===== src/rtl/sdh_stat_pkg.sv =====
package sdh_stat_pkg;
  localparam int ST_W = 32;

  // status positions
  localparam int B_INS      = 31;
  localparam int B_REM      = 30;
  localparam int B_SDIO     = 14;
  localparam int B_CMD_END  = 13;
  localparam int B_WR_DONE  = 12;
  localparam int B_RD_DONE  = 11;
  localparam int B_CODE_LO  = 9;
  localparam int B_CLK_RUN  = 8;
  localparam int B_RD_RDY   = 7;
  localparam int B_WR_RDY   = 6;
  localparam int B_WCRC     = 2;

  // enable positions
  localparam int E_RD_DONE  = 0;
  localparam int E_WR_DONE  = 1;
  localparam int E_CMD_END  = 2;
  localparam int E_BUF_WR   = 3;
  localparam int E_BUF_RD   = 4;
  localparam int E_DAT0     = 12;
  localparam int E_SDIO     = 13;
  localparam int E_REM      = 14;
  localparam int E_INS      = 15;
  localparam int E_WK_REM   = 16;
  localparam int E_WK_INS   = 17;
  localparam int E_WK_SDIO  = 18;

  localparam int CODE_W = 2;
  localparam logic [CODE_W-1:0] CODE_NO_REPLY = 2'd2;

  localparam logic [ST_W-1:0] STICKY_DEF = 32'hFF00_782F;
  localparam logic [ST_W-1:0] ERR_DEF    = 32'h0000_002F;
  localparam logic [ST_W-1:0] EN_DEF     = 32'h0007_F01F;
  localparam logic [ST_W-1:0] WAKE_DEF   = 32'h0007_0000;

  typedef enum logic {SEL_STATUS = 1'b0, SEL_ENABLE = 1'b1} reg_sel_e;
endpackage


===== src/rtl/sdh_sticky_bank.sv =====
module sdh_sticky_bank #(
  parameter int W = 32,
  parameter logic [W-1:0] STICKY_MASK = '1
) (
  input  logic         clk,
  input  logic         rst,
  input  logic [W-1:0] evt_i,
  input  logic [W-1:0] clr_i,
  output logic [W-1:0] nxt_o,
  output logic [W-1:0] q_o
);
  logic [W-1:0] q;

  // set has priority over clear in the same cycle
  assign nxt_o = STICKY_MASK & (evt_i | (q & ~clr_i));

  always_ff @(posedge clk) begin
    if (rst) q <= '0;
    else     q <= nxt_o;
  end

  assign q_o = q;


  set_hold_chk: assert property (@(posedge clk) disable iff (rst)
    ((evt_i & STICKY_MASK) != '0) |=>
      ((q & $past(evt_i & STICKY_MASK)) == $past(evt_i & STICKY_MASK)));


  clr_chk: assert property (@(posedge clk) disable iff (rst)
    ((clr_i & ~evt_i & STICKY_MASK) != '0) |=>
      ((q & $past(clr_i & ~evt_i & STICKY_MASK)) == '0));


  quiet_hold_chk: assert property (@(posedge clk) disable iff (rst)
    (evt_i == '0 && clr_i == '0) |=> $stable(q));
endmodule


===== src/rtl/sdh_crc_field.sv =====
module sdh_crc_field #(
  parameter int CW = 2
) (
  input  logic          clk,
  input  logic          rst,
  input  logic          cap_i,
  input  logic          clr_i,
  input  logic [CW-1:0] code_i,
  output logic [CW-1:0] nxt_o,
  output logic [CW-1:0] q_o
);
  logic [CW-1:0] q;

  always_comb begin
    if (cap_i)      nxt_o = code_i;
    else if (clr_i) nxt_o = '0;
    else            nxt_o = q;
  end

  always_ff @(posedge clk) begin
    if (rst) q <= '0;
    else     q <= nxt_o;
  end

  assign q_o = q;


  code_cap_chk: assert property (@(posedge clk) disable iff (rst)
    cap_i |=> (q == $past(code_i)));
endmodule


===== src/rtl/sdh_irq_combine.sv =====
module sdh_irq_combine #(
  parameter int W = 32,
  parameter logic [W-1:0] EN_MASK   = '1,
  parameter logic [W-1:0] WAKE_MASK = '0
) (
  input  logic         clk,
  input  logic         rst,
  input  logic         en_wr_i,
  input  logic [W-1:0] wdata_i,
  input  logic [W-1:0] src_al_i,
  input  logic [W-1:0] wk_al_i,
  output logic [W-1:0] en_o,
  output logic         irq_o,
  output logic         wake_o
);
  logic [W-1:0] en_q, en_nxt;
  logic         irq_q, wake_q;
  logic         irq_nxt, wake_nxt;

  assign en_nxt   = en_wr_i ? (wdata_i & EN_MASK) : en_q;
  assign irq_nxt  = |(src_al_i & en_nxt & EN_MASK & ~WAKE_MASK);
  assign wake_nxt = |(wk_al_i & en_nxt & WAKE_MASK);

  always_ff @(posedge clk) begin
    if (rst) begin
      en_q   <= '0;
      irq_q  <= 1'b0;
      wake_q <= 1'b0;
    end else begin
      en_q   <= en_nxt;
      irq_q  <= irq_nxt;
      wake_q <= wake_nxt;
    end
  end

  assign en_o   = en_q;
  assign irq_o  = irq_q;
  assign wake_o = wake_q;


  mask_all_chk: assert property (@(posedge clk) disable iff (rst)
    (en_wr_i && (wdata_i & EN_MASK) == '0) |=> (!irq_q && !wake_q));


  wake_needs_en_chk: assert property (@(posedge clk) disable iff (rst)
    wake_q |-> ((en_q & WAKE_MASK) != '0));


  irq_needs_en_chk: assert property (@(posedge clk) disable iff (rst)
    irq_q |-> ((en_q & EN_MASK & ~WAKE_MASK) != '0));
endmodule


===== src/rtl/sdh_status_irq.sv =====
module sdh_status_irq
  import sdh_stat_pkg::*;
#(
  parameter int W = ST_W,
  parameter logic [W-1:0] STICKY_MASK = STICKY_DEF,
  parameter logic [W-1:0] ERR_MASK    = ERR_DEF,
  parameter logic [W-1:0] EN_MASK     = EN_DEF,
  parameter logic [W-1:0] WAKE_MASK   = WAKE_DEF
) (
  input  logic              clk,
  input  logic              rst,
  input  logic [W-1:0]      evt_i,
  input  logic [CODE_W-1:0] wcrc_code_i,
  input  logic              rd_rdy_i,
  input  logic              wr_rdy_i,
  input  logic              clk_run_i,
  input  logic              dat0_i,
  input  logic              wr_en_i,
  input  logic              wr_sel_i,
  input  logic [W-1:0]      wr_data_i,
  output logic [W-1:0]      status_o,
  output logic [W-1:0]      int_en_o,
  output logic              irq_o,
  output logic              wake_o,
  output logic              err_o,
  output logic              crc_timeout_o
);
  localparam int CODE_HI = B_CODE_LO + CODE_W - 1;

  logic [W-1:0]      clr;
  logic [W-1:0]      sticky_nxt, sticky_q;
  logic [CODE_W-1:0] code_nxt, code_q;
  logic [W-1:0]      status_nxt, status_q;
  logic [W-1:0]      src_al, wk_al;
  logic              err_q, crc_to_q;
  logic              st_wr, en_wr;

  assign st_wr = wr_en_i && (reg_sel_e'(wr_sel_i) == SEL_STATUS);
  assign en_wr = wr_en_i && (reg_sel_e'(wr_sel_i) == SEL_ENABLE);
  assign clr   = st_wr ? wr_data_i : '0;

  sdh_sticky_bank #(.W(W), .STICKY_MASK(STICKY_MASK)) u_bank (
    .clk   (clk),
    .rst   (rst),
    .evt_i (evt_i),
    .clr_i (clr),
    .nxt_o (sticky_nxt),
    .q_o   (sticky_q)
  );

  sdh_crc_field #(.CW(CODE_W)) u_code (
    .clk    (clk),
    .rst    (rst),
    .cap_i  (evt_i[B_WCRC]),
    .clr_i  (clr[B_WCRC]),
    .code_i (wcrc_code_i),
    .nxt_o  (code_nxt),
    .q_o    (code_q)
  );

  always_comb begin
    status_nxt                     = sticky_nxt;
    status_nxt[CODE_HI:B_CODE_LO]  = code_nxt;
    status_nxt[B_CLK_RUN]          = clk_run_i;
    status_nxt[B_RD_RDY]           = rd_rdy_i;
    status_nxt[B_WR_RDY]           = wr_rdy_i;
  end

  always_comb begin
    src_al            = '0;
    src_al[E_RD_DONE] = status_nxt[B_RD_DONE];
    src_al[E_WR_DONE] = status_nxt[B_WR_DONE];
    src_al[E_CMD_END] = status_nxt[B_CMD_END];
    src_al[E_BUF_WR]  = status_nxt[B_WR_RDY];
    src_al[E_BUF_RD]  = status_nxt[B_RD_RDY];
    src_al[E_DAT0]    = dat0_i;
    src_al[E_SDIO]    = status_nxt[B_SDIO];
    src_al[E_REM]     = status_nxt[B_REM];
    src_al[E_INS]     = status_nxt[B_INS];
    wk_al             = '0;
    wk_al[E_WK_REM]   = status_nxt[B_REM];
    wk_al[E_WK_INS]   = status_nxt[B_INS];
    wk_al[E_WK_SDIO]  = status_nxt[B_SDIO];
  end

  sdh_irq_combine #(.W(W), .EN_MASK(EN_MASK), .WAKE_MASK(WAKE_MASK)) u_irq (
    .clk      (clk),
    .rst      (rst),
    .en_wr_i  (en_wr),
    .wdata_i  (wr_data_i),
    .src_al_i (src_al),
    .wk_al_i  (wk_al),
    .en_o     (int_en_o),
    .irq_o    (irq_o),
    .wake_o   (wake_o)
  );

  always_ff @(posedge clk) begin
    if (rst) begin
      status_q <= '0;
      err_q    <= 1'b0;
      crc_to_q <= 1'b0;
    end else begin
      status_q <= status_nxt;
      err_q    <= |(status_nxt & ERR_MASK);
      crc_to_q <= sticky_nxt[B_WCRC] && (code_nxt == CODE_NO_REPLY);
    end
  end

  assign status_o      = status_q;
  assign err_o         = err_q;
  assign crc_timeout_o = crc_to_q;


  live_rd_chk: assert property (@(posedge clk) disable iff (rst)
    1'b1 |=> (status_q[B_RD_RDY] == $past(rd_rdy_i)));


  err_sum_chk: assert property (@(posedge clk) disable iff (rst)
    err_q |-> ((status_q & ERR_MASK) != '0));


  crc_to_chk: assert property (@(posedge clk) disable iff (rst)
    crc_to_q |-> (status_q[B_WCRC] && code_q == CODE_NO_REPLY));


  set_wins_chk: assert property (@(posedge clk) disable iff (rst)
    (evt_i[B_INS] && st_wr && wr_data_i[B_INS]) |=> status_q[B_INS]);


  unused_zero_chk: assert property (@(posedge clk) disable iff (rst)
    1'b1 |=> ((sticky_q & ~STICKY_MASK) == '0));
endmodule


===== config.mk =====
export PLATFORM = sky130hd
export DESIGN_NAME = sdh_status_irq
export DESIGN_NICKNAME = d
export VERILOG_FILES = /design/src/rtl/sdh_stat_pkg.sv /design/src/rtl/sdh_sticky_bank.sv /design/src/rtl/sdh_crc_field.sv /design/src/rtl/sdh_irq_combine.sv /design/src/rtl/sdh_status_irq.sv
export SDC_FILE = /design/constraint.sdc
export NUM_CORES = 1
export LEC_CHECK = 0
export CAP_MARGIN = 15
export CORE_MARGIN = 2
export CORE_UTILIZATION = 46
export CTS_CLUSTER_DIAMETER = 120
export DETAILED_ROUTE_END_ITERATION = 8
export PLACE_DENSITY = 0.84
export SLEW_MARGIN = 20
export SYNTH_ARGS = -nofsm -noshare
export SYNTH_HDL_FRONTEND = slang
export SYNTH_HIERARCHICAL = 1
export SYNTH_SLANG_ARGS = --single-unit

===== constraint.sdc =====
create_clock -name clk -period 3.3 [get_ports clk]
set_input_delay 0.66 -clock clk [delete_from_list [all_inputs] [get_ports clk]]
set_output_delay 0.66 -clock clk [all_outputs]
set_load 0.01 [all_outputs]

==> out/results.ini <==
[sta]
whs_ps=466
setup_viol=0
timing.setup.tns_ps=0
period_share_pct=74.5
clock_skew_ps=7.80
slew_headroom_pct=65.3
tightest_slew_ps=521
timing.fmax_mhz=407
min_period_ps=2460
hold_viol=0
rsz0062_at_grt=no
slew_violations=0

[power_and_ir_drop]
switching_share_pct=22.3
seqPwrFrac_pct=48.2
internal_power_mw=1.55
powerDensity_mw_per_mm2=494
peakVddDrop_v=0.000296
total_leakage_power_nw=1.74
p_sw_uw=444
p_comb_share_pct=14.1
design_power_total_mw=1.99
clockPowerShare_pct=37.7

[drt]
firstDrtPassIters=4
antenna_left=0
routed_wl_um=5750
drc=0
num_vias=2061
wire_per_inst_um=12.1
drt-vias-per-instance=4.32
drt_iter0_markers=46

[clock_network]
clock_sinks=74
hold_buffers=0
cts_tree=built
cts.repair.resized=0
post_cts_buffers=0
cts_buffers=9
clk_pin_slew_ps=80
cts_root_buffer=clkbuf_8
clk_latency_ps=320
cts_buffer_depth=2
cts-htree-levels=3

[critical_path]
critPathArrivalTime_ps=2670
worstReg2RegEnd=u_irq/irq_o$_SDFF_PP0_
critical_path_required_ps=3510
endpoint_kind=register
critical_path_class=in2reg
reg2reg_slack_ps=1960
r2r_cells=6
path_max_fanout=17
r2r_start=u_bank/q_o[14]$_SDFF_PP0_
start_kind=input port

[hold_path]
min_to=u_irq/en_o[5]$_SDFF_PP0_
hold_depth=1
min_path_type=reg2reg
min_from=u_irq/en_o[5]$_SDFF_PP0_

[final_layout]
layout_common_cells=clkdlybuf4s50_1 (102), dfxtp_1 (74), nor2b_1 (35), inv_1 (26), conb_1 (23)
nNetsFinal=472
final_util_pct=67.3
drive_gt1_share_pct=11.9
final_common_cell=clkdlybuf4s50_1
insertedDiodeCount=0
synthToLayoutAreaGrowth_pct=39.5

[logic_synthesis]
synthesis.area_mm2=0.00289
postSynthCellCount=295
synth_warnings=6
syn_area_per_cell_um2=9.79

[grt]
antenna_found_initial=0
overflow=0
grt_max_degree=29
grt_pass1_wl_um=9630
grt_usage_pct=17.1
grt_pass1_vias=2112

[floorplanning]
core_area_mm2=0.00599
die_w_um=83.3
die_h_um=83.3
num_rows=28
io_pins=142
start_util_pct=48.2
die-area_mm2=0.00693

[placement]
io_buffer_count=103
routabilityCongestion=0.802
dpl.hpwl_um=4180

[outcome]
status=completed

[run]
max-cap-violations=0

[power by group through the flow]
stage,clock [mW],combinational (mW),sequential (mW)
2_1_floorplan,0,0.143,0.997
3_3_place_gp,0,0.277,0.979
3_5_place_dp,0,0.282,0.980
4_1_cts,0.772,0.284,0.960
5_1_grt,0.813,0.307,0.965
6_report,0.750,0.281,0.960
[worst max-delay path, stage by stage]
cell and delay, ps:
clkdlybuf4s50_1 470, nor2b_4 370, and2_2 200, nand2b_1 130
nand2_1 110, inv_1 70, o22ai_1 60, or3_1 380
o31a_1 230
[registers in the layout (all words and copies together), names as in the netlist]
name,count
crc_timeout_o,1
u_irq/irq_o,1
status_o,32
err_o,1
u_irq/en_o,19
u_bank/q_o,17
u_irq/wake_o,1
u_code/q_o,2
[layout make-up]
class,count,area [um2]
Fill cell,486,1960
Sequential cell,74,1480
Multi-Input combinational cell,182,1100
Timing Repair Buffer,105,1040
Clock buffer,10,138
Inverter,26,97.6
Tap cell,75,93.8
Clock inverter,5,78.8
[worst max path at each step]
stage	from	endpoint	slack (ps)	cells after the start
after floorplan	wr_en_i	u_irq/irq_o$_SDFF_PP0_	1250	9
after global placement	wr_en_i	u_irq/irq_o$_SDFF_PP0_	500	9
after detailed placement	wr_en_i	u_irq/irq_o$_SDFF_PP0_	480	9
after CTS	wr_en_i	u_irq/irq_o$_SDFF_PP0_	820	9
after global routing	wr_en_i	u_irq/irq_o$_SDFF_PP0_	740	9
final	wr_en_i	u_irq/irq_o$_SDFF_PP0_	840	9
[metal layers]
metal  GRT usage (%)  vias up  wire [um]
li1                -     1064          -
met1            19.5      916       2570
met2            30.3       73       2760
met3            4.37        8        330
met4            7.00        0         94
met5               0        -          0
[through the flow]
step	cells	setup WS (ps)	instance area, um2
finish	477	841	4030
global route	477	740	4030
CTS	477	823	4030
detailed placement	462	482	3810
global placement	462	498	3810
floorplan	316	1250	2970
Note: power is estimated with default switching activity, not from simulation.
